==> config.mk <==
export PLATFORM = sky130hd
export DESIGN_NAME = pla_array
export DESIGN_NICKNAME = d
export VERILOG_FILES = /design/src/rtl/pla_pkg.sv /design/src/rtl/pla_fuse_store.sv /design/src/rtl/pla_and_plane.sv /design/src/rtl/pla_or_plane.sv /design/src/rtl/pla_array.sv
export SDC_FILE = /design/constraint.sdc
export NUM_CORES = 1
export LEC_CHECK = 0
export ABC_AREA = 1
export CORE_MARGIN = 2
export CORE_UTILIZATION = 57
export DETAILED_ROUTE_END_ITERATION = 12
export PLACE_DENSITY = 0.78
export SYNTH_ARGS = -nofsm -noshare
export SYNTH_HDL_FRONTEND = slang
export SYNTH_SLANG_ARGS = --single-unit
==> constraint.sdc <==
create_clock -name clk_i -period 2.45 [get_ports clk_i]
set_clock_uncertainty 0.2 [all_clocks]
set_input_delay 0.245 -clock clk_i [delete_from_list [all_inputs] [get_ports clk_i]]
set_output_delay 0.245 -clock clk_i [all_outputs]
set_load 0.02 [all_outputs]
==> src/rtl/pla_pkg.sv <==
package pla_pkg;

    typedef enum logic [1:0] {
        SEL_AND  = 2'd0,
        SEL_OR   = 2'd1,
        SEL_POL  = 2'd2,
        SEL_LOCK = 2'd3
    } plane_sel_e;

    localparam logic [1:0] LIT_KILL = 2'b00;
    localparam logic [1:0] LIT_COMP = 2'b01;
    localparam logic [1:0] LIT_TRUE = 2'b10;
    localparam logic [1:0] LIT_FREE = 2'b11;

endpackage

==> src/rtl/pla_fuse_store.sv <==
module pla_fuse_store
    import pla_pkg::*;
#(
    parameter int NUM_IN    = 3,
    parameter int NUM_TERMS = 5,
    parameter int NUM_OUT   = 4,
    parameter int TW        = 3,
    parameter int IW        = 2
) (
    input  logic                                   clk_i,
    input  logic                                   rst_ni,
    input  logic                                   we_i,
    input  logic [1:0]                             plane_i,
    input  logic [TW-1:0]                          term_i,
    input  logic [IW-1:0]                          idx_i,
    input  logic [1:0]                             data_i,
    output logic [NUM_TERMS-1:0][NUM_IN-1:0][1:0]  and_fuse_o,
    output logic [NUM_OUT-1:0][NUM_TERMS-1:0]      or_fuse_o,
    output logic [NUM_OUT-1:0]                     pol_o,
    output logic                                   locked_o
);

    typedef struct packed {
        logic [NUM_TERMS-1:0][NUM_IN-1:0][1:0] and_f;
        logic [NUM_OUT-1:0][NUM_TERMS-1:0]     or_f;
        logic [NUM_OUT-1:0]                    pol;
        logic                                  locked;
    } fuse_t;

    fuse_t st_d, st_q;
    logic  wr_open;

    assign wr_open = we_i && !st_q.locked;

    always_comb begin
        st_d = st_q;
        if (wr_open) begin
            unique case (plane_sel_e'(plane_i))
                SEL_AND: begin
                    for (int t = 0; t < NUM_TERMS; t++) begin
                        for (int i = 0; i < NUM_IN; i++) begin
                            if (int'(term_i) == t && int'(idx_i) == i) begin
                                st_d.and_f[t][i] = data_i;
                            end
                        end
                    end
                end
                SEL_OR: begin
                    for (int o = 0; o < NUM_OUT; o++) begin
                        for (int t = 0; t < NUM_TERMS; t++) begin
                            if (int'(term_i) == t && int'(idx_i) == o) begin
                                st_d.or_f[o][t] = data_i[0];
                            end
                        end
                    end
                end
                SEL_POL: begin
                    for (int o = 0; o < NUM_OUT; o++) begin
                        if (int'(idx_i) == o) begin
                            st_d.pol[o] = data_i[0];
                        end
                    end
                end
                SEL_LOCK: begin
                    st_d.locked = 1'b1;
                end
                default: ;
            endcase
        end
    end

    always_ff @(posedge clk_i or negedge rst_ni) begin
        if (!rst_ni) begin
            st_q.and_f  <= '1;
            st_q.or_f   <= '1;
            st_q.pol    <= '0;
            st_q.locked <= 1'b0;
        end else begin
            st_q <= st_d;
        end
    end

    assign and_fuse_o = st_q.and_f;
    assign or_fuse_o  = st_q.or_f;
    assign pol_o      = st_q.pol;
    assign locked_o   = st_q.locked;

    // a locked array keeps every fuse through any write
    a_r6_locked_frozen: assert property (@(posedge clk_i) disable iff (!rst_ni)
        (st_q.locked && we_i) |=> $stable(st_q));

    // the lock never clears without reset
    a_r6_lock_sticky: assert property (@(posedge clk_i) disable iff (!rst_ni)
        st_q.locked |=> st_q.locked);

    // the lock command takes hold at the next edge
    a_r6_lock_sets: assert property (@(posedge clk_i) disable iff (!rst_ni)
        (we_i && plane_i == SEL_LOCK) |=> st_q.locked);

    // an in-range literal write lands in the addressed pair
    a_r5_and_write_lands: assert property (@(posedge clk_i) disable iff (!rst_ni)
        (wr_open && plane_i == SEL_AND && int'(term_i) < NUM_TERMS && int'(idx_i) < NUM_IN)
        |=> st_q.and_f[$past(term_i)][$past(idx_i)] == $past(data_i));

endmodule

==> src/rtl/pla_and_plane.sv <==
module pla_and_plane
    import pla_pkg::*;
#(
    parameter int NUM_IN    = 3,
    parameter int NUM_TERMS = 5
) (
    input  logic [NUM_IN-1:0]                      in_i,
    input  logic [NUM_TERMS-1:0][NUM_IN-1:0][1:0]  and_fuse_i,
    output logic [NUM_TERMS-1:0]                   term_o
);

    logic [NUM_TERMS-1:0][NUM_IN-1:0] lit;

    for (genvar t = 0; t < NUM_TERMS; t++) begin : g_term
        for (genvar i = 0; i < NUM_IN; i++) begin : g_lit
            always_comb begin
                unique case (and_fuse_i[t][i])
                    LIT_TRUE: lit[t][i] = in_i[i];
                    LIT_COMP: lit[t][i] = ~in_i[i];
                    LIT_FREE: lit[t][i] = 1'b1;
                    default:  lit[t][i] = 1'b0;
                endcase
            end
        end
        assign term_o[t] = &lit[t];
    end

endmodule

==> src/rtl/pla_or_plane.sv <==
module pla_or_plane #(
    parameter int NUM_TERMS = 5,
    parameter int NUM_OUT   = 4
) (
    input  logic [NUM_TERMS-1:0]               term_i,
    input  logic [NUM_OUT-1:0][NUM_TERMS-1:0]  or_fuse_i,
    input  logic [NUM_OUT-1:0]                 pol_i,
    output logic [NUM_OUT-1:0]                 out_o
);

    for (genvar o = 0; o < NUM_OUT; o++) begin : g_out
        logic sum;
        assign sum      = |(or_fuse_i[o] & term_i);
        assign out_o[o] = sum ^ pol_i[o];
    end

endmodule

==> src/rtl/pla_array.sv <==
module pla_array #(
    parameter int NUM_IN    = 3,
    parameter int NUM_TERMS = 5,
    parameter int NUM_OUT   = 4,
    localparam int MAX_IDX  = (NUM_IN > NUM_OUT) ? NUM_IN : NUM_OUT,
    localparam int TW       = (NUM_TERMS > 1) ? $clog2(NUM_TERMS) : 1,
    localparam int IW       = (MAX_IDX > 1) ? $clog2(MAX_IDX) : 1
) (
    input  logic                clk_i,
    input  logic                rst_ni,
    input  logic                prog_we_i,
    input  logic [1:0]          prog_plane_i,
    input  logic [TW-1:0]       prog_term_i,
    input  logic [IW-1:0]       prog_idx_i,
    input  logic [1:0]          prog_data_i,
    output logic                prog_locked_o,
    input  logic [NUM_IN-1:0]   pla_in_i,
    output logic [NUM_OUT-1:0]  pla_out_o
);

    logic [NUM_TERMS-1:0][NUM_IN-1:0][1:0] and_fuse;
    logic [NUM_OUT-1:0][NUM_TERMS-1:0]     or_fuse;
    logic [NUM_OUT-1:0]                    pol;
    logic [NUM_TERMS-1:0]                  terms;

    pla_fuse_store #(
        .NUM_IN(NUM_IN), .NUM_TERMS(NUM_TERMS), .NUM_OUT(NUM_OUT), .TW(TW), .IW(IW)
    ) u_store (
        .clk_i      (clk_i),
        .rst_ni     (rst_ni),
        .we_i       (prog_we_i),
        .plane_i    (prog_plane_i),
        .term_i     (prog_term_i),
        .idx_i      (prog_idx_i),
        .data_i     (prog_data_i),
        .and_fuse_o (and_fuse),
        .or_fuse_o  (or_fuse),
        .pol_o      (pol),
        .locked_o   (prog_locked_o)
    );

    pla_and_plane #(.NUM_IN(NUM_IN), .NUM_TERMS(NUM_TERMS)) u_and (
        .in_i       (pla_in_i),
        .and_fuse_i (and_fuse),
        .term_o     (terms)
    );

    pla_or_plane #(.NUM_TERMS(NUM_TERMS), .NUM_OUT(NUM_OUT)) u_or (
        .term_i    (terms),
        .or_fuse_i (or_fuse),
        .pol_i     (pol),
        .out_o     (pla_out_o)
    );

    // with no product term true, each output shows only its polarity
    a_r2_idle_terms_give_polarity: assert property (@(posedge clk_i) disable iff (!rst_ni)
        (terms == '0) |-> (pla_out_o == pol));

endmodule

==> flow_metrics.env <==
export IMPL_vdd_drop_max_v=0.000387
export IMPL_finalInstanceArea_um2=3280
export IMPL_grt_ovfl_total=0
export IMPL_coreArea_um2=4820
export IMPL_critical_path_required_ps=2010
export IMPL_post_route_period_util_pct=89.7
export IMPL_tritoncts="yes"
export IMPL_die_h_um=75.1
export IMPL_grt_max_degree=34
export IMPL_grt_pass1_vias=2307
export IMPL_avgSynthCellArea_um2=8.39
export IMPL_wl_per_cell_um=14.5
export IMPL_status="finished, final reports clean"
export IMPL_ys_seq_area_share_pct=49.9
export IMPL_antenna_left=0
export IMPL_cap_violations=0
export IMPL_numCtsBuffers=5
export IMPL_dr_pass1_iters=4
export IMPL_yosys_area_top_type_share_pct=45.5
export IMPL_hold_path_class="primary input to async pin"
export IMPL_reg2reg_slack_ps=710
export IMPL_htree_levels=2
export IMPL_syn_area_um2=2890
export IMPL_placed_area_um2=3200
export IMPL_power_density_nw_per_um2=488
export IMPL_place_congestion=0.884
export IMPL_portBuffers=19
export IMPL_first_iter_violations=187
export IMPL_worst_pin_slew_ps=540
export IMPL_drv_slew=0
export IMPL_setup_violations=0
export IMPL_finalCriticalPeriod_ps=2200
export IMPL_cts_sinks=55
export IMPL_via_per_inst=5.40
export IMPL_yosysWarningCount=0
export IMPL_fillers=404
export IMPL_start_util_pct=59.9
export IMPL_reg2reg_depth=5
export IMPL_cts_path_max_buffers=2
export IMPL_synth_area_leader_cell="dfstp_2"
export IMPL_stdcell_count=443
export IMPL_grt_pass1_wl_um=11000
export IMPL_vias=2393
export IMPL_cp_arrival_ps=1750
export IMPL_drc_errors=0
export IMPL_rsz0062_at_grt="false"
export IMPL_post_dp_hpwl_um=4900
export IMPL_post_cts_setup_buffers=0
export IMPL_hold_viol=0
export IMPL_end_kind="primary output"
export IMPL_drive_gt1_share_pct=24.7
export IMPL_clk_pin_slew_worst_paths_ps=100
export IMPL_layout_nets=390
export IMPL_async_flop_share_pct=100
export IMPL_synthFlopType="dfstp_2"
export IMPL_syn_to_final_growth_pct=13.7
export IMPL_startpoint_type="flip-flop"
export IMPL_r2r_start="u_store.locked_o"
export IMPL_synth_most_common_cell="nand2_1"
export IMPL_synth_seq_cells=55
export IMPL_antenna_found_initial=0
export IMPL_synth_common_cells="nand2_1 (99), dfstp_2 (50), inv_1 (29), o21ai_1 (27)"
export IMPL_grt_total_usage_pct=25.9
export IMPL_crit_type="flip-flop to primary output"
export IMPL_crit_path_max_fanout=4
export IMPL_clk_insertion_delay_late_ps=310
export IMPL_cts_root_buf="clkbuf_8"
export IMPL_io_pins=20
export IMPL_rows=25
export IMPL_n_antenna_cell=0
export IMPL_wl_um=6440
export IMPL_regToRegEndpoint="u_store.and_fuse_o[7]"
export IMPL_maxSlewHeadroom_pct=63.9
export IMPL_crit_path_start="u_store.and_fuse_o[18]"
export IMPL_synth_edf_count=0
export IMPL_netlist_instances=344
export IMPL_place_inst=434
export IMPL_dieArea_um2=5650
export IMPL_synth_area_top_cells="dfstp_2 (46%), nand2_1 (13%), o21ai_1 (4.7%)"
export IMPL_max_freq_ghz=0.455
export IMPL_syn_nets=359
export IMPL_p_leak_nw=1.54
export IMPL_synth_distinct_cells=26
export IMPL_die_w_um=75.1
[cell families (layout without fill, tap and decap cells)]
kind of cell           after synthesis  after routing  synth area share, %
multiplexers                         5              5                 1.73
AND/OR/NAND/NOR                    174            174                 29.0
buffers and inverters               40             72                 5.98
flip-flops                          55             55                 49.9
AO/OA/AOI/OAI                       70             70                 13.4
[registers in the layout, indices dropped and copies added, names as in the netlist]
signal / cells
u_store.and_fuse_o: 30
u_store.pol_o: 4
u_store.locked_o: 1
u_store.or_fuse_o: 20
[stage by stage]
stage	hold slack (ps)	TNS, ps	power [mW]	worst slack, ps	util (%)
after CTS	154	0	1.62	83.9	68.4
after detailed placement	-44.5	-1160	1.14	-343	66.5
after global placement	-46.0	-1140	1.14	-386	66.5
after global routing	200	0	1.67	77.2	68.1
after floorplan	-251	0	1.05	732	-
final	154	0	1.60	252	68.1
[report_power, final]
group | internal [mW] | switching, mW
clock network | 0.201 | 0.280
logic | 0.0557 | 0.0993
registers | 0.949 | 0.0164
total | 1.21 | 0.396
[worst max-delay path by stage]
stage | depth (start not counted) | slack, ps | to
6_report | 8 | 250 | pla_out_o[3]
2_1_floorplan | 6 | 730 | pla_out_o[3]
3_5_place_dp | 7 | -340 | pla_out_o[3]
3_3_place_gp | 7 | -390 | pla_out_o[3]
5_1_grt | 10 | 80 | pla_out_o[3]
4_1_cts | 8 | 80 | pla_out_o[3]
[cells in the final DEF (no fill, tap or decap), types with 2 or more instances in the layout]
master	n
a21oi_1	10
a31oi_1	10
buf_4	11
clkbuf_1	2
clkbuf_2	4
clkbuf_8	5
clkdlybuf4s50_1	13
dfrtp_1	5
dfstp_2	50
inv_1	29
inv_2	3
mux2i_1	5
nand2_1	99
nand2_4	10
nand3_1	18
nand4_1	19
nor2_1	19
nor3_1	5
o21a_1	4
o21ai_0	10
o21ai_1	29
o21ai_2	2
o21bai_1	4
[routing by layer]
layer / vias up / track usage [%] / part of all wire, %
li1: 1213 / - / -
met2: 48 / 41.2 / 47
met5: - / 0 / 0
met4: 0 / 8.58 / 1.6
met1: 1122 / 35.9 / 46
met3: 10 / 5.09 / 5.3
[repair_timing]
item,CTS,global route
resized for setup,10,9
hold endpoints to repair,13,0
hold buffers,1,0
cloned,0,0
pin swaps,0,0
endpoints found under the setup margin,4,4
[area by class of cell]
type | count | area (um^2) | area share (%)
inverter | 32 | 120 | 3.66
tap | 67 | 83.8 | 2.55
clock buffer | 7 | 76.3 | 2.33
clock inverter | 1 | 5.00 | 0.152
timing repair buffer | 32 | 277 | 8.43
multi-input combinational | 249 | 1280 | 39.0
sequential | 55 | 1440 | 43.8
[critical path, stage by stage, from the launching register on]
cell and delay, ps:
dfstp_2 540, inv_1 40, o21ai_2 200, nand3_1 120, o21ai_1 200, inv_1 60, nand3_1 80, nand2_1 50
clkbuf_2 150
(Power assumes the default switching activity.)
